### config.mk
export PLATFORM = sky130hd
export DESIGN_NAME = flash_cmd_ctrl
export DESIGN_NICKNAME = d
export VERILOG_FILES = /design/src/rtl/flash_cmd_pkg.sv /design/src/rtl/fc_bus_strobe.sv /design/src/rtl/fc_busy_timer.sv /design/src/rtl/fc_guard.sv /design/src/rtl/flash_cmd_ctrl.sv
export SDC_FILE = /design/constraint.sdc
export NUM_CORES = 1
export LEC_CHECK = 0
export BUFFER_PORTS_ARGS = -buffer_cell sky130_fd_sc_hd__buf_4
export CORE_MARGIN = 2
export CORE_UTILIZATION = 40
export DETAILED_ROUTE_END_ITERATION = 8
export GPL_TIMING_DRIVEN = 0
export HOLD_SLACK_MARGIN = 0.03
export SLEW_MARGIN = 20
export SYNTH_ARGS = -nofsm -noshare
export SYNTH_HDL_FRONTEND = slang
export SYNTH_SLANG_ARGS = --single-unit
### constraint.sdc
create_clock -name clk -period 2.6 [get_ports clk]
set_input_delay 0.78 -clock clk [delete_from_list [all_inputs] [get_ports clk]]
set_output_delay 0.78 -clock clk [all_outputs]
set_load 0.1 [all_outputs]
### src/rtl/flash_cmd_pkg.sv
package flash_cmd_pkg;

   typedef enum logic [2:0] {
      K_NONE   = 3'd0,
      K_WORD   = 3'd1,
      K_BERASE = 3'd2,
      K_CERASE = 3'd3,
      K_LSET   = 3'd4,
      K_LCLR   = 3'd5,
      K_PERM   = 3'd6
   } op_kind_t;

   typedef enum logic [2:0] {
      S_ARRAY,
      S_WORD,
      S_BERASE,
      S_CERASE,
      S_LOCK
   } cmd_state_t;

   localparam logic [7:0] OP_WORD    = 8'h40;
   localparam logic [7:0] OP_BERASE  = 8'h20;
   localparam logic [7:0] OP_CERASE  = 8'h30;
   localparam logic [7:0] OP_LOCK    = 8'h60;
   localparam logic [7:0] OP_CLRSTAT = 8'h50;
   localparam logic [7:0] OP_CONFIRM = 8'hD0;
   localparam logic [7:0] OP_LSET    = 8'h01;
   localparam logic [7:0] OP_PERM    = 8'hF1;

   typedef struct packed {
      logic ers;
      logic prg;
      logic vpp;
      logic lck;
   } err_t;

endpackage

### src/rtl/fc_bus_strobe.sv
module fc_bus_strobe (
   input  logic clk,
   input  logic por_n,
   input  logic ce_n,
   input  logic we_n,
   output logic strobe
);
   logic sel_now;
   logic sel_prev;

   assign sel_now = ~ce_n & ~we_n;

   always_ff @(posedge clk or negedge por_n) begin
      if (!por_n) sel_prev <= 1'b0;
      else        sel_prev <= sel_now;
   end

   assign strobe = sel_now & ~sel_prev;


   single_take_chk: assert property (@(posedge clk) disable iff (!por_n)
      strobe |=> !strobe);
endmodule

### src/rtl/fc_busy_timer.sv
module fc_busy_timer #(
   parameter int unsigned CYC = 6
) (
   input  logic clk,
   input  logic por_n,
   input  logic clear,
   input  logic load,
   output logic busy,
   output logic last
);
   localparam int unsigned CW = $clog2(CYC + 1);

   if (CYC < 1) begin : g_bad_cyc
      $error("fc_busy_timer: CYC must be at least 1");
   end

   logic [CW-1:0] cnt;

   always_ff @(posedge clk or negedge por_n) begin
      if (!por_n)         cnt <= '0;
      else if (clear)     cnt <= '0;
      else if (load)      cnt <= CW'(CYC);
      else if (cnt != '0) cnt <= cnt - CW'(1);
   end

   assign busy = (cnt != '0);
   assign last = (cnt == CW'(1));


   load_idle_chk: assert property (@(posedge clk) disable iff (!por_n)
      load |-> !busy);
endmodule

### src/rtl/fc_guard.sv
module fc_guard
   import flash_cmd_pkg::*;
#(
   parameter int unsigned BLK_W       = 3,
   parameter bit          BOOT_AT_TOP = 1'b0,
   localparam int unsigned NBLK       = 1 << BLK_W
) (
   input  op_kind_t         kind,
   input  logic [BLK_W-1:0] blk,
   input  logic [NBLK-1:0]  lock_bits,
   input  logic             perm_lock,
   input  logic             wp_n,
   input  logic             vpp_low,
   output logic             deny,
   output err_t             err
);
   logic [NBLK-1:0] boot_mask;

   if (BOOT_AT_TOP) begin : g_boot_top
      assign boot_mask = {2'b11, {(NBLK-2){1'b0}}};
   end else begin : g_boot_bottom
      assign boot_mask = {{(NBLK-2){1'b0}}, 2'b11};
   end

   logic wp_hit;
   logic lock_hit;
   logic erase_kind;

   assign wp_hit     = ~wp_n & boot_mask[blk];
   assign lock_hit   = lock_bits[blk];
   assign erase_kind = (kind == K_BERASE) || (kind == K_CERASE);

   always_comb begin
      deny = 1'b0;
      err  = '0;
      if (vpp_low) begin
         deny    = (kind != K_NONE);
         err.vpp = (kind != K_NONE);
      end else begin
         unique case (kind)
            K_WORD, K_BERASE: if (wp_hit || lock_hit)     begin deny = 1'b1; err.lck = 1'b1; end
            K_CERASE:         if (!wp_n || |lock_bits)    begin deny = 1'b1; err.lck = 1'b1; end
            K_LSET, K_LCLR:   if (perm_lock)              begin deny = 1'b1; err.lck = 1'b1; end
            default: ;
         endcase
      end
      if (deny) begin
         err.ers = erase_kind;
         err.prg = ~erase_kind;
      end
   end
endmodule

### src/rtl/flash_cmd_ctrl.sv
module flash_cmd_ctrl
   import flash_cmd_pkg::*;
#(
   parameter int unsigned ADDR_W      = 12,
   parameter int unsigned BLK_W       = 3,
   parameter int unsigned BUSY_CYC    = 6,
   parameter bit          BOOT_AT_TOP = 1'b0,
   localparam int unsigned NBLK       = 1 << BLK_W
) (
   input  logic              clk,
   input  logic              por_n,
   input  logic              rst_n,
   input  logic              ce_n,
   input  logic              we_n,
   input  logic [ADDR_W-1:0] addr,
   input  logic [7:0]        din,
   input  logic              wp_n,
   input  logic              vpp_low,
   input  logic              vdd_low,
   output logic              ready,
   output logic [7:0]        status,
   output logic [NBLK-1:0]   lock_bits,
   output logic              perm_lock,
   output logic              done,
   output logic [2:0]        done_kind,
   output logic [ADDR_W-1:0] done_addr,
   output logic [7:0]        done_data
);
   if (BLK_W < 2 || ADDR_W <= BLK_W) begin : g_bad_geom
      $error("flash_cmd_ctrl: need BLK_W >= 2 and ADDR_W > BLK_W");
   end

   logic             strobe;
   logic             busy;
   logic             last;
   logic             acc;
   logic             launch;
   logic             refuse;
   logic             g_deny;
   err_t             g_err;
   cmd_state_t       state;
   cmd_state_t       nxt_state;
   op_kind_t         req_kind;
   logic             seq_err;
   logic             clr_stat;
   err_t             err;
   logic             abort_q;
   logic [NBLK-1:0]  lock_q;
   logic             perm_q;
   logic             done_q;
   op_kind_t         done_kind_q;
   logic [ADDR_W-1:0] done_addr_q;
   logic [7:0]       done_data_q;
   op_kind_t         run_kind;
   logic [ADDR_W-1:0] run_addr;
   logic [7:0]       run_data;
   logic [BLK_W-1:0] req_blk;
   logic [BLK_W-1:0] run_blk;

   assign req_blk = addr[ADDR_W-1 -: BLK_W];
   assign run_blk = run_addr[ADDR_W-1 -: BLK_W];

   fc_bus_strobe i_strobe (
      .clk    (clk),
      .por_n  (por_n),
      .ce_n   (ce_n),
      .we_n   (we_n),
      .strobe (strobe)
   );

   fc_busy_timer #(.CYC(BUSY_CYC)) i_timer (
      .clk   (clk),
      .por_n (por_n),
      .clear (~rst_n),
      .load  (launch),
      .busy  (busy),
      .last  (last)
   );

   fc_guard #(.BLK_W(BLK_W), .BOOT_AT_TOP(BOOT_AT_TOP)) i_guard (
      .kind      (req_kind),
      .blk       (req_blk),
      .lock_bits (lock_q),
      .perm_lock (perm_q),
      .wp_n      (wp_n),
      .vpp_low   (vpp_low),
      .deny      (g_deny),
      .err       (g_err)
   );

   assign acc = strobe & rst_n & ~busy & ~vdd_low;

   always_comb begin
      nxt_state = state;
      req_kind  = K_NONE;
      seq_err   = 1'b0;
      clr_stat  = 1'b0;
      unique case (state)
         S_ARRAY: begin
            unique case (din)
               OP_WORD:    nxt_state = S_WORD;
               OP_BERASE:  nxt_state = S_BERASE;
               OP_CERASE:  nxt_state = S_CERASE;
               OP_LOCK:    nxt_state = S_LOCK;
               OP_CLRSTAT: clr_stat  = 1'b1;
               default: ;
            endcase
         end
         S_WORD: begin
            nxt_state = S_ARRAY;
            req_kind  = K_WORD;
         end
         S_BERASE: begin
            nxt_state = S_ARRAY;
            if (din == OP_CONFIRM) req_kind = K_BERASE;
            else                   seq_err  = 1'b1;
         end
         S_CERASE: begin
            nxt_state = S_ARRAY;
            if (din == OP_CONFIRM) req_kind = K_CERASE;
            else                   seq_err  = 1'b1;
         end
         S_LOCK: begin
            nxt_state = S_ARRAY;
            unique case (din)
               OP_LSET:    req_kind = K_LSET;
               OP_PERM:    req_kind = K_PERM;
               OP_CONFIRM: req_kind = K_LCLR;
               default:    seq_err  = 1'b1;
            endcase
         end
         default: nxt_state = S_ARRAY;
      endcase
   end

   assign refuse = acc & (req_kind != K_NONE) & g_deny;
   assign launch = acc & (req_kind != K_NONE) & ~g_deny;

   always_ff @(posedge clk or negedge por_n) begin
      if (!por_n) begin
         state       <= S_ARRAY;
         err         <= '0;
         abort_q     <= 1'b0;
         lock_q      <= '0;
         perm_q      <= 1'b0;
         done_q      <= 1'b0;
         done_kind_q <= K_NONE;
         done_addr_q <= '0;
         done_data_q <= '0;
         run_kind    <= K_NONE;
         run_addr    <= '0;
         run_data    <= '0;
      end else if (!rst_n) begin
         state   <= S_ARRAY;
         err     <= '0;
         abort_q <= abort_q | busy;
         done_q  <= 1'b0;
      end else begin
         abort_q <= 1'b0;
         done_q  <= last;
         if (last) begin
            done_kind_q <= run_kind;
            done_addr_q <= run_addr;
            done_data_q <= run_data;
            unique case (run_kind)
               K_LSET:  lock_q[run_blk] <= 1'b1;
               K_LCLR:  lock_q          <= '0;
               K_PERM:  perm_q          <= 1'b1;
               default: ;
            endcase
         end
         if (vdd_low) begin
            state <= S_ARRAY;
         end else if (acc) begin
            state <= nxt_state;
            if (clr_stat)     err <= '0;
            else if (seq_err) begin
               err.ers <= 1'b1;
               err.prg <= 1'b1;
            end else if (refuse) err <= err_t'(err | g_err);
            if (launch) begin
               run_kind <= req_kind;
               run_addr <= addr;
               run_data <= din;
            end
         end
      end
   end

   assign ready     = ~busy & ~abort_q;
   assign status    = {ready, 1'b0, err.ers, err.prg, err.vpp, 1'b0, err.lck, 1'b0};
   assign lock_bits = lock_q;
   assign perm_lock = perm_q;
   assign done      = done_q;
   assign done_kind = done_kind_q;
   assign done_addr = done_addr_q;
   assign done_data = done_data_q;


   done_ready_chk: assert property (@(posedge clk) disable iff (!por_n)
      done |-> ready);

   rst_status_chk: assert property (@(posedge clk) disable iff (!por_n)
      !rst_n |=> (status[6:0] == 7'd0));

   rst_quiet_chk: assert property (@(posedge clk) disable iff (!por_n)
      !rst_n |=> !done);

   abort_hold_chk: assert property (@(posedge clk) disable iff (!por_n)
      (!rst_n && !ready) |=> !ready);

   perm_freeze_chk: assert property (@(posedge clk) disable iff (!por_n)
      perm_lock |=> $stable(lock_bits));

   vpp_block_chk: assert property (@(posedge clk) disable iff (!por_n)
      (acc && vpp_low && req_kind != K_NONE) |=> (ready && status[3] && !status[1]));

   refuse_idle_chk: assert property (@(posedge clk) disable iff (!por_n)
      refuse |=> (ready && !done && status[5:4] != 2'b00));
endmodule

# Word-level counts from Yosys, hierarchy flattened
# Memories as Yosys holds them, arrays and structs flattened.
# Index checks and enable logic that the tools add are counted.
op_classes:
  add_sub_neg: 1
  magnitude_cmp: 3
  eq_ne: 29
  muxes: 40
  n_bitwise: 22
  n_reduce_logical: 21
op_table:
  columns: ["operator", "n"]
  rows:
  - ["$eq A8 B7 Y1 const B", 3]
  - ["$pmux W3 S4", 2]
  - ["$mux W3", 7]
  - ["$mux W4", 5]
  - ["$eq A3 B3 Y1 const B", 6]
  - ["$eq A8 B6 Y1 const B", 2]
  - ["$eq A8 B8 Y1 const B", 2]
  - ["$pmux W8 S2", 1]
  - ["$mux W1", 15]
  - ["$eq A3 B2 Y1 const B", 4]
  - ["$and A1 B1 Y1", 10]
  - ["$mux W2", 5]
  - ["$eq A3 B1 Y1 const B", 3]
  - ["$ne A3 B1 Y1 const B", 3]
  - ["$not A1 Y1", 9]
  - ["$pmux W3 S3", 1]
  - ["$reduce_and A3 Y1", 3]
  - ["$eq A8 B1 Y1 const B", 1]
  - ["$lt A3 B4 Y1 const B", 2]
  - ["$or A8 B8 Y8", 1]
  - ["$reduce_and A4 Y1", 2]
  - ["$reduce_or A8 Y1", 1]
  - ["$ne A7 B3 Y1 const B", 1]
  - ["$reduce_bool A3 Y1", 2]
  - ["other kinds (20)", 25]
totals:
  mem_count: 1
  output_inout_bits: 42
  elab_cells: 134
  rom_bits: 8
  register_bits: 68
mem_list:
  columns: ["memory", "depth", "width", "rd", "rd_clocked_by_memory_dff", "wr", "line_no", "text"]
  rows:
  - ["(no name shown)", 8, 1, 1, 0, 0, "fc_guard.sv:29", "assign wp_hit = ~wp_n & boot_mask[blk];"]

# Depth between registers and ports, before layout
# Gate-level depths: netlist of run 1.
depth:
  ltp_word: 15
  depth_mapped: 9
  depth_no_buf: 9

# By module
# From an unflattened synthesis of run 1, not the netlist that was laid out.
hier_totals:
  hier_cells: 259
  area_unflattened_um2: 3261.9
by_module_without_submodules:
  columns: ["mod", "cells_each", "instances", "area_each_um2"]
  rows:
  - ["flash_cmd_ctrl", 208, 1, 2805.2]
  - ["fc_guard", 30, 1, 220.2]
  - ["fc_busy_timer", 18, 1, 197.7]
  - ["fc_bus_strobe", 3, 1, 38.8]

# Worst setup path after synthesis of run 1
# No wires, ideal clock.
synth_timing:
  path_kind: "register -> output"
  start: "reg i_timer.cnt[0]"
  end: "out status[7]"
  required_ns: 1.820
  path_stages_with_launch: 7
  n_path_buf: 2
  slack_ns: -0.826
  t_arrival_ns: 2.646
  path_cell_list: "dfrtp_1 > inv_1 > ha_1 > nand2b_1 > clkbuf_1 > nor2_1 > buf_4"
synth_between:
  elab_chain_cells: 3
synth_rtl:
  columns: ["item", "line_no", "text"]
  rows:
  - ["start, declared", "fc_busy_timer.sv:17", "logic [CW-1:0] cnt;"]
  - ["start signal, assigned", "fc_busy_timer.sv:22", "else if (load) cnt <= CW'(CYC);"]
  - ["start signal, assigned", "fc_busy_timer.sv:23", "else if (cnt != '0) cnt <= cnt - CW'(1);"]
  - ["$reduce_bool A3 Y1", "fc_busy_timer.sv:26", "assign busy = (cnt != '0);"]
  - ["$not A1 Y1", "flash_cmd_ctrl.sv:190", "assign ready = ~busy & ~abort_q;"]
  - ["$and A1 B1 Y1", "flash_cmd_ctrl.sv:190", null]
  - ["end, declared", "flash_cmd_ctrl.sv:21", "output logic [7:0] status,"]
# Every way passes these cells.

# Final worst setup path of run 1
layout_timing:
  start: "in din[2]"
  end: "reg run_kind[0]"
layout_between:
  elab_chain_cells: 10
  word_cells_on_any_way: 21
  classes_between: "eq/ne: 8; mux: 6; bitwise: 3; reduce/logical: 4"
layout_rtl:
  columns: ["item", "line_no", "text"]
  rows:
  - ["start, declared", "flash_cmd_ctrl.sv:16", "input logic [7:0] din,"]
  - ["$eq A8 B8 Y1, or another cell as far along", "flash_cmd_ctrl.sv:115, flash_cmd_ctrl.sv:120, flash_cmd_ctrl.sv:125", null]
  - ["$pmux W3 S3, or another cell as far along", "flash_cmd_ctrl.sv:125", "unique case (din)"]
  - ["$pmux W3 S4 (*)", "flash_cmd_ctrl.sv:98", "unique case (state)"]
  - ["$eq A3 B3 Y1, or another cell as far along", "fc_guard.sv:40", "unique case (kind)"]
  - ["$reduce_or A2 Y1", "fc_guard.sv:40", null]
  - ["$pmux W1 S3", "fc_guard.sv:40", null]
  - ["$mux W1", "fc_guard.sv:36", "if (vpp_low) begin"]
  - ["$not A1 Y1", "flash_cmd_ctrl.sv:137", "assign launch = acc & (req_kind != K_NONE) & ~g_deny;"]
  - ["$and A1 B1 Y1", "flash_cmd_ctrl.sv:137", null]
  - ["$reduce_and A4 Y1 (no source line)", null, null]
  - ["end signal, assigned", "flash_cmd_ctrl.sv:182", "run_kind <= req_kind;"]
  - ["end, declared", "flash_cmd_ctrl.sv:54", "op_kind_t run_kind;"]
# Every way passes the cells marked *; elsewhere a longest branch is shown, timed or not.
# A chain may end at the register's enable or synchronous reset.

==> results_dict.tcl, run 1 <==
set metrics [dict create \
    multi_input_area_sq_um 1460 \
    syn_area_sq_um 3180 \
    irDropWorstVdd_v 0.000610 \
    crit_slowest_cell "or3_4" \
    crit_buf_inv 4 \
    arrival_ns 2.96 \
    start_util_pct 41.2 \
    wl_met3_um 327 \
    synth_adder_area_share_pct 1.18 \
    numCtsBuffers 9 \
    clock_latency_ns 0.34 \
    slowest_delay_ns 0.42 \
    dp.final_hpwl_mm 4.83 \
    dieWidth_um 93.2 \
    rr_startpoint "state[1]" \
    holdWs_ns 0.474 \
    routedWlPerCell_um 14.7 \
    switching_share_pct 45.9 \
    antenna_cells 0 \
    io_buffers 66 \
    synth-async-reset-ratio_pct 100 \
    setup_tns_ns -2.35 \
    area_growth_pct 36.2 \
    final_core_util_pct 56.1 \
    synthXorXnorAreaFrac_pct 0.275 \
    max_slew_margin_pct 43.2 \
    ioPinCount 70 \
    fillCellCount 691 \
    hp-start "run_data[4]" \
    hold_class "flip-flop to flip-flop" \
    outcome "complete, but fails checks" \
    path_class "primary input to flip-flop" \
    drtPass1Iterations 4 \
    nets 427 \
    vias 2510 \
    fin_skew_ns 0.00873 \
    path_clk_slew_ns 0.08 \
    synth.avg_cell_area_sq_um 10.7 \
    power.share.clock_pct 24.1 \
    drt_iter0_drc 105 \
    yosysUniqueCellTypes 52 \
    setup_slack_ns -0.138 \
    drv_slew 0 \
    synth_top_flop_cell "dfrtp_1" \
    fin_crit_sh_pct 105 \
    pwr-share-comb_pct 42.7 \
    leakage_nw 2.27 \
    pwr-share-seq_pct 33.2 \
    tightestPinTransition_ns 0.852 \
    r2r_setup_slack_ns 0.21 \
    cellPowerDensity_nw_per_um2 937 \
    drive_gt1_share_pct 36.9 \
    power.switching_mw 1.86 \
    hold_violations 0 \
    yosysSeqAreaShare_pct 53.5 \
    end_kind "flip-flop" \
    p_total_mw 4.06 \
    path_cells "buf_6, or3_4, buf_12, nor4_4, a41oi_2, buf_4, nand2b_4, o211a_4, nand2_8, buf_8, mux2_4" \
    grt_pass1_vias 2473 \
    cp_data_required_time_ns 2.83 \
    holdPathEnd "done_data[4]" \
    synth_compound_area_share_pct 9.52 \
    dp_cells 468 \
    grt_overflow 0 \
    timing.final.crit_period_ns 2.74 \
    muxShareOfSynthArea_pct 11.5 \
    clk_path_buf_depth 2 \
    synth_simple_gate_area_share_pct 20.4 \
    routed-wl-met2_mm 3.50 \
    gp_congestion 0.806 \
    synth_cells 298 \
    crit_path_start_kind "primary input" \
    instances_no_fill 503 \
    grt_use_total_pct 17.6 \
    cp_top_family "simple AND/OR/NAND/NOR gates" \
    regArea_sq_um 1700 \
    coreArea_sq_um 7730 \
    grt_max_degree 69 \
    ant_nets 0 \
    p_int_mw 2.20 \
    wl_met1_mm 3.46 \
    hold_depth 2 \
    via_per_inst 4.99 \
    rsz0062_at_grt "true" \
    numClockSinks 68 \
    synth_edf_count 0 \
    synth_top_family_by_area "simple AND/OR/NAND/NOR gates" \
    ys_seq_elements 68 \
    grt_antenna_before_repair 0 \
    fp.dieH_um 93.2 \
    remaining_drc_errors 0 \
    setup_viol_count_final 22 \
    grt_pass1_wl_mm 11.9 \
    top_layer_used "met4" \
    ys_warn_count 0 \
    r2r_cells 8 \
    crit_fanout 10 \
    htreeDepth 3 \
    cts-root-buf "clkbuf_8" \
    postPlaceCellArea_sq_um 3830 \
    cap_violations 0 \
    violations "setup timing" \
    dieArea_sq_um 8680 \
    wl_mm 7.37 \
    fmax_mhz 365 \
    place_ws_ns -0.648 \
    final_cell_area_sq_um 4330 \
    cts_tree "yes" \
    r2r_end "run_kind[0]" \
    placementRows 32 \
]
-- metal layers --
layer | vias to the layer above | GRT usage (%)
li1 | 1218 | -
met1 | 1230 | 24.0
met2 | 55 | 28.4
met3 | 7 | 2.90
met4 | 0 | 6.25
met5 | - | 0
-- cell usage after synthesis (3+ instances only) --
cell	instances	share of area (%)
buf_4	4	0.94
nor2_1	18	2.1
dfrtp_1	68	54
nand2b_1	6	1.2
a21oi_1	12	1.9
nor3_1	7	1.1
clkbuf_1	4	0.47
or3_1	3	0.59
ha_1	3	1.2
mux2i_1	5	1.6
mux2_4	15	7.1
nand3_1	3	0.47
o21ai_0	9	1.4
nand2_1	76	9.0
buf_6	3	1.1
mux2_2	6	2.1
nor2b_1	5	0.98
inv_1	7	0.83
-- layout by cell type (no fill, tap or decap), drive strengths merged, types with 2 or more instances in the layout --
cell type  synthesis  final
a41oi              2      2
o31ai              2      2
nand3              3      3
o41ai              2      2
nand3b             2      2
nor2b              5      5
or3                3      3
conb               1      3
nand2             77     77
buf                9     95
o21ai              9      9
mux2i              5      5
and3               2      2
clkbuf             4     12
dfrtp             68     68
a211oi             2      2
clkinvlp           0      2
a31oi              2      2
and2               2      2
nand2b             6      6
nor3               7      7
nor4               4      4
nor2              18     18
inv                7      9
or2                2      2
mux2              21     21
bufinv             0      2
a21oi             12     12
ha                 3      3
-- worst register-to-register path: stages (launching register included) --
cell and delay, ns:
dfrtp_1 0.44, nor2_1 0.17, nand2_1 0.20, o32ai_4 0.36, mux2i_2 0.32, o211a_4 0.24
nand2_8 0.08, buf_8 0.16, mux2_4 0.29
-- state kept, by name (all words and copies together) (netlist names), 4 cells and up --
register,cells
done_addr,12
done_data,8
lock_bits,8
run_addr,12
run_data,8
status,4
-- how the worst max path moves through the flow --
stage | to | start | cells past startpoint | slack (ns)
2_1_floorplan | run_addr[0] | din[1] | 9 | -0.27
5_1_grt | run_data[5] | din[2] | 11 | -0.18
3_3_place_gp | run_addr[2] | din[1] | 10 | -0.65
6_report | run_kind[0] | din[2] | 11 | -0.14
4_1_cts | run_kind[0] | din[1] | 10 | -0.15
3_5_place_dp | run_addr[0] | din[1] | 10 | -0.65
-- logic make-up after synthesis --
group	after synthesis
simple gates	136
flops	68
compound gates	42
mux	27
buf+inv	20
fa+ha+maj	3
other cells	1
xor+xnor	1
-- area by class of cell --
type	count	share of cell area (%)
well taps	102	2.95
clock inverters	7	2.25
clock buffers	9	2.86
inverters	7	0.606
multi-input cells	212	33.7
repair buffers	87	16.4
plain buffers	11	1.93
flip-flops and latches	68	39.3
-- timing repair --
| item | in CTS | in global routing |
|---|---|---|
| setup buffers | 11 | 9 |
| hold endpoints to repair | 0 | 0 |
| resized for setup | 11 | 13 |
| pin swaps | 6 | 8 |
| hold buffers | 0 | 0 |
| gates cloned | 1 | 0 |
| setup endpoints to repair | 27 | 29 |
-- power groups by stage --
| stage | sequential (mW) | combinational, mW | clock [mW] |
|---|---|---|---|
| after global placement | 1.36 | 1.69 | 0 |
| final | 1.35 | 1.74 | 0.979 |
| after CTS | 1.35 | 1.73 | 1.01 |
| after floorplan | 2.13 | 0.554 | 0 |
| after global routing | 1.37 | 1.83 | 1.05 |
| after detailed placement | 1.37 | 1.70 | 0 |
No activity file was read; power rests on OpenSTA's default activity.
==> run 2, diff against run 1 <==
--- a/config.mk
+++ b/config.mk
@@ -6,12 +6,13 @@
 export NUM_CORES = 1
 export LEC_CHECK = 0
 export BUFFER_PORTS_ARGS = -buffer_cell sky130_fd_sc_hd__buf_4
-export CORE_MARGIN = 2
-export CORE_UTILIZATION = 40
+export CORE_UTILIZATION = 54
 export DETAILED_ROUTE_END_ITERATION = 8
 export GPL_TIMING_DRIVEN = 0
 export HOLD_SLACK_MARGIN = 0.03
+export PLACE_DENSITY = 0.79
 export SLEW_MARGIN = 20
 export SYNTH_ARGS = -nofsm -noshare
 export SYNTH_HDL_FRONTEND = slang
 export SYNTH_SLANG_ARGS = --single-unit
+export TNS_END_PERCENT = 30
==> run 2 against run 1 <==
Against the previous run: the flow still finishes with violations (setup timing); routed wire length up 16%; core utilization is 23 points higher; final cell count fell by 5.0%; sequential share of layout area decreased by 0.68 points; clock-buffer cell count is 1 higher; design area is 1.8% higher; highest routed layer unchanged.
==> results_dict.tcl, run 2 (same netlist as run 1, synthesis figures left out) <==
set metrics [dict create \
    final_cell_area_sq_um 4410 \
    grt_pass1_vias 2630 \
    end_kind "flip-flop" \
    nets 432 \
    antenna_cells 0 \
    grt_overflow 0 \
    timing.final.crit_period_ns 2.74 \
    dp.final_hpwl_mm 4.82 \
    fmax_mhz 366 \
    drtPass1Iterations 4 \
    via_per_inst 5.66 \
    holdWs_ns 0.482 \
    cts-root-buf "clkbuf_8" \
    area_growth_pct 38.6 \
    grt_pass1_wl_mm 12.8 \
    grt_use_total_pct 27.7 \
    tightestPinTransition_ns 0.856 \
    cp_data_required_time_ns 2.83 \
    grt_max_degree 69 \
    fin_crit_sh_pct 105 \
    routedWlPerCell_um 17.8 \
    fillCellCount 342 \
    clock_latency_ns 0.35 \
    dieArea_sq_um 6200 \
    fp.dieH_um 78.7 \
    remaining_drc_errors 0 \
    dieWidth_um 78.7 \
    rsz0062_at_grt "true" \
    slowest_delay_ns 0.42 \
    hold_violations 0 \
    cap_violations 0 \
    setup_viol_count_final 27 \
    violations "setup timing" \
    fin_skew_ns 0.00851 \
    crit_path_start_kind "primary input" \
    start_util_pct 56.7 \
    ant_nets 0 \
    setup_slack_ns -0.135 \
    path_class "primary input to flip-flop" \
    clk_path_buf_depth 2 \
    crit_slowest_cell "or3_4" \
    coreArea_sq_um 5610 \
    numCtsBuffers 9 \
    layout_common_cells "83 x buf_4, 76 x nand2_1, 68 x dfrtp_1" \
    path_cells "buf_6, or3_4, o31a_1, o32ai_4, buf_4, nor3b_4, nor4_4, buf_4, nand2_8, buf_6, clkbuf_16, a32o_1" \
    place_ws_ns -0.691 \
    io_buffers 66 \
    max_slew_margin_pct 42.9 \
    layout_commonest_cell "buf_4" \
    gp_congestion 0.813 \
    outcome "complete, but fails checks" \
    numClockSinks 68 \
    cts_tree "yes" \
    path_clk_slew_ns 0.07 \
    drv_slew 0 \
    htreeDepth 3 \
    vias 2704 \
    wl_mm 8.53 \
    drt_iter0_drc 216 \
    irDropWorstVdd_v 0.00111 \
    cellPowerDensity_nw_per_um2 977 \
    setup_tns_ns -2.52 \
    placementRows 27 \
    leakage_nw 2.34 \
    hold_class "flip-flop to flip-flop" \
    drive_gt1_share_pct 37.2 \
    hold_buffers 0 \
    ioPinCount 70 \
    grt_antenna_before_repair 0 \
    crit_fanout 5 \
    arrival_ns 2.97 \
    postPlaceCellArea_sq_um 3790 \
]
run 2: where the power goes:
group          switching (mW)  internal, mW  total, mW
clock network           0.423         0.736       1.16
registers               0.122          1.24       1.36
logic                    1.35         0.441       1.79
total                    1.89          2.41       4.31
run 2: repair_timing:
item / in CTS / in global routing
pin swaps: 7 / 9
hold endpoints to repair: 0 / 0
cloned: 1 / 1
resized for setup: 14 / 22
buffers inserted: 10 / 13
setup endpoints to repair: 27 / 30
run 2: critical path, delay by kind of cell:
| family | cells | cell delay [ns] |
|---|---|---|
| AOI/OAI and AO/OA | 3 | 0.72 |
| buffers and inverters | 5 | 0.73 |
| and+or+nand+nor | 4 | 0.71 |
run 2: per-stage QoR:
| stage | std cells | util [%] | total power [mW] |
|---|---|---|---|
| floorplan | 300 | - | 2.68 |
| global placement | 438 | 67.6 | 3.03 |
| detailed placement | 438 | 67.6 | 3.07 |
| CTS | 465 | 75.0 | 4.24 |
| global route | 478 | 78.6 | 4.46 |
| finish | 478 | 78.6 | 4.31 |
run 2: final timing paths:
| kind | start | end | slack (ns) | cells past startpoint |
|---|---|---|---|---|
| setup / recovery | din[2] | run_kind[2] | -0.14 | 12 |
| hold / removal | run_addr[8] | done_addr[8] | 0.48 | 2 |
| setup reg to reg | state[1] | run_kind[2] | 0.15 | 11 |
| hold reg to reg | run_addr[8] | done_addr[8] | 0.48 | 2 |
| max in group asynchronous | por_n | lock_bits[0] | 1.50 | 1 |
| min in group asynchronous | por_n | done_data[6] | 0.52 | 1 |
run 2: cell type report:
class	count	area, sq um	share of cell area [%]
Sequential cell	68	1700	38.6
Multi-Input combinational cell	212	1470	33.3
Timing Repair Buffer	91	766	17.4
Clock inverter	6	136	3.09
Clock buffer	10	128	2.89
Buffer	12	93.8	2.13
Tap cell	72	90.1	2.04
Inverter	7	26.3	0.596
run 2: layer usage:
layer,GRT usage [%],part of all wire [%],vias up
li1,-,-,1224
met2,45.8,50,117
met4,13.3,3.0,0
met3,6.21,6.6,25
met1,34.4,40,1338
met5,0,0,-
==> run 3, diff against run 2 <==
==> constraint.sdc (replaced) <==
create_clock -name clk -period 2.6 [get_ports clk]
set_input_delay 0.78 -clock clk [delete_from_list [all_inputs] [get_ports clk]]
set_output_delay 0.78 -clock clk [all_outputs]
set_load 0.005 [all_outputs]
==> run 3 against run 2 <==
Against the previous run: the run still ends with setup timing left; worst setup slack worse by 0.048 ns; core utilization decreased by 4.1 points; via count shrank 7.1%; die area unchanged; sequential power barely moved; combinational power down 58%; global-route usage decreased by 3.1 points; register-to-register slack worse by 0.08 ns; total power down 31%; maximum frequency down 1.7%; hold slack worse by 0.017 ns; largest cell class unchanged; largest power group is now registers.
==> results_dict.tcl, run 3 (same netlist as run 1, synthesis figures left out) <==
set metrics [dict create \
    place_ws_ns -0.648 \
    dp.final_hpwl_mm 4.57 \
    leakage_nw 2.20 \
    wl_mm 7.05 \
    cap_violations 0 \
    cp_data_required_time_ns 2.83 \
    rsz0062_at_grt "true" \
    drive_gt1_share_pct 35.4 \
    violations "setup timing" \
    ioPinCount 70 \
    arrival_ns 3.01 \
    cellPowerDensity_nw_per_um2 708 \
    r2r_end "run_addr[3]" \
    hold_depth 2 \
    holdPathEnd "done_data[5]" \
    nets 421 \
    setup_viol_count_final 25 \
    drt_iter0_drc 231 \
    placementRows 27 \
    r2r_cells 8 \
    rr_startpoint "state[2]" \
    fp.dieH_um 78.7 \
    io_buffers 66 \
    power.switching_mw 0.886 \
    numCtsBuffers 9 \
    fin_skew_ns 0.00727 \
    hold_violations 0 \
    grt_overflow 0 \
    switching_share_pct 30.0 \
    irDropWorstVdd_v 0.000391 \
    drtPass1Iterations 4 \
    pwr-share-seq_pct 45.3 \
    clock_latency_ns 0.34 \
    numClockSinks 68 \
    htreeDepth 3 \
    r2r_setup_slack_ns 0.07 \
    setup_tns_ns -3.75 \
    layout_common_cells "79 x buf_4, 76 x nand2_1, 68 x dfrtp_1" \
    power.share.clock_pct 29.5 \
    final_core_util_pct 74.5 \
    area_growth_pct 31.4 \
    use_met2_pct 40.8 \
    p_int_mw 2.07 \
    ant_nets 0 \
    drv_slew 0 \
    use_met1_pct 32.2 \
    setup_slack_ns -0.183 \
    crit_fanout 6 \
    fin_crit_sh_pct 107 \
    grt_pass1_vias 2497 \
    hold_buffers 0 \
    end_kind "flip-flop" \
    fmax_mhz 359 \
    coreArea_sq_um 5610 \
    max_slew_margin_pct 45.3 \
    outcome "complete, but fails checks" \
    grt_use_total_pct 24.6 \
    antenna_cells 0 \
    vias 2511 \
    pwr-share-comb_pct 25.2 \
    dieWidth_um 78.7 \
    busiest_layer "met2" \
    grt_antenna_before_repair 0 \
    via_per_inst 5.38 \
    layout_commonest_cell "buf_4" \
    p_total_mw 2.96 \
    grt_pass1_wl_mm 11.6 \
    gp_congestion 0.837 \
    path_class "primary input to flip-flop" \
    start_util_pct 56.7 \
    grt_max_degree 69 \
    cts-root-buf "clkbuf_8" \
    hold_class "flip-flop to flip-flop" \
    hp-start "run_data[5]" \
    clk_path_buf_depth 2 \
    tightestPinTransition_ns 0.820 \
    holdWs_ns 0.465 \
    timing.final.crit_period_ns 2.78 \
    remaining_drc_errors 0 \
    cts_tree "yes" \
    crit_path_start_kind "primary input" \
    dieArea_sq_um 6200 \
    path_clk_slew_ns 0.08 \
    routedWlPerCell_um 15.1 \
    met3_usage_pct 4.02 \
]
run 3: metrics by stage:
step,instances,cell area [sq um]
after floorplan,300,3200
after global placement,438,3780
after detailed placement,438,3780
after CTS,460,4060
after global routing,467,4180
final,467,4180
run 3: area by class of cell:
cell class              count  area (sq um)
fillers                   411          1430
inverters                   7          26.3
clock buffers               9           124
clock inverters             7          75.1
repair buffers             80           633
well taps                  72          90.1
multi-input cells         212          1440
flip-flops and latches     68          1700
plain buffers              12          92.6
run 3: worst max-delay path, cell delays in order:
cell and delay [ns]:
buf_6 0.09, or3_4 0.42, o31a_1 0.33, o32ai_4 0.21
nor3b_4 0.10, nor4_4 0.42, nand2_4 0.16, clkbuf_16 0.20
mux2_4 0.30
run 3: power groups by stage:
stage	Sequential [mW]	Clock (mW)	Combinational (mW)
4_1_cts	1.34	0.884	0.720
3_3_place_gp	1.35	0	0.689
5_1_grt	1.36	0.932	0.830
2_1_floorplan	1.35	0	0.364
3_5_place_dp	1.36	0	0.709
6_report	1.34	0.873	0.745
run 3: worst max path at each step:
stage,endpoint,from,cells after the start,slack [ns]
after detailed placement,run_addr[0],din[1],10,-0.65
after global placement,run_addr[5],din[1],10,-0.64
after CTS,run_addr[1],din[1],10,-0.16
after global routing,run_addr[3],din[2],9,-0.22
after floorplan,run_addr[0],din[1],9,-0.27
final,run_addr[3],din[2],9,-0.18
run 3: routing by layer:
layer / vias up / share of wire (%)
li1: 1205 / -
met1: 1212 / 45
met2: 88 / 47
met3: 6 / 6.7
met4: 0 / 0.81
met5: - / 0
run 3: repair_timing:
action,4_1_cts,5_1_grt
setup endpoints to repair,26,28
buffers inserted,6,7
pin swaps,7,7
gates resized for setup,6,14
cloned,0,1
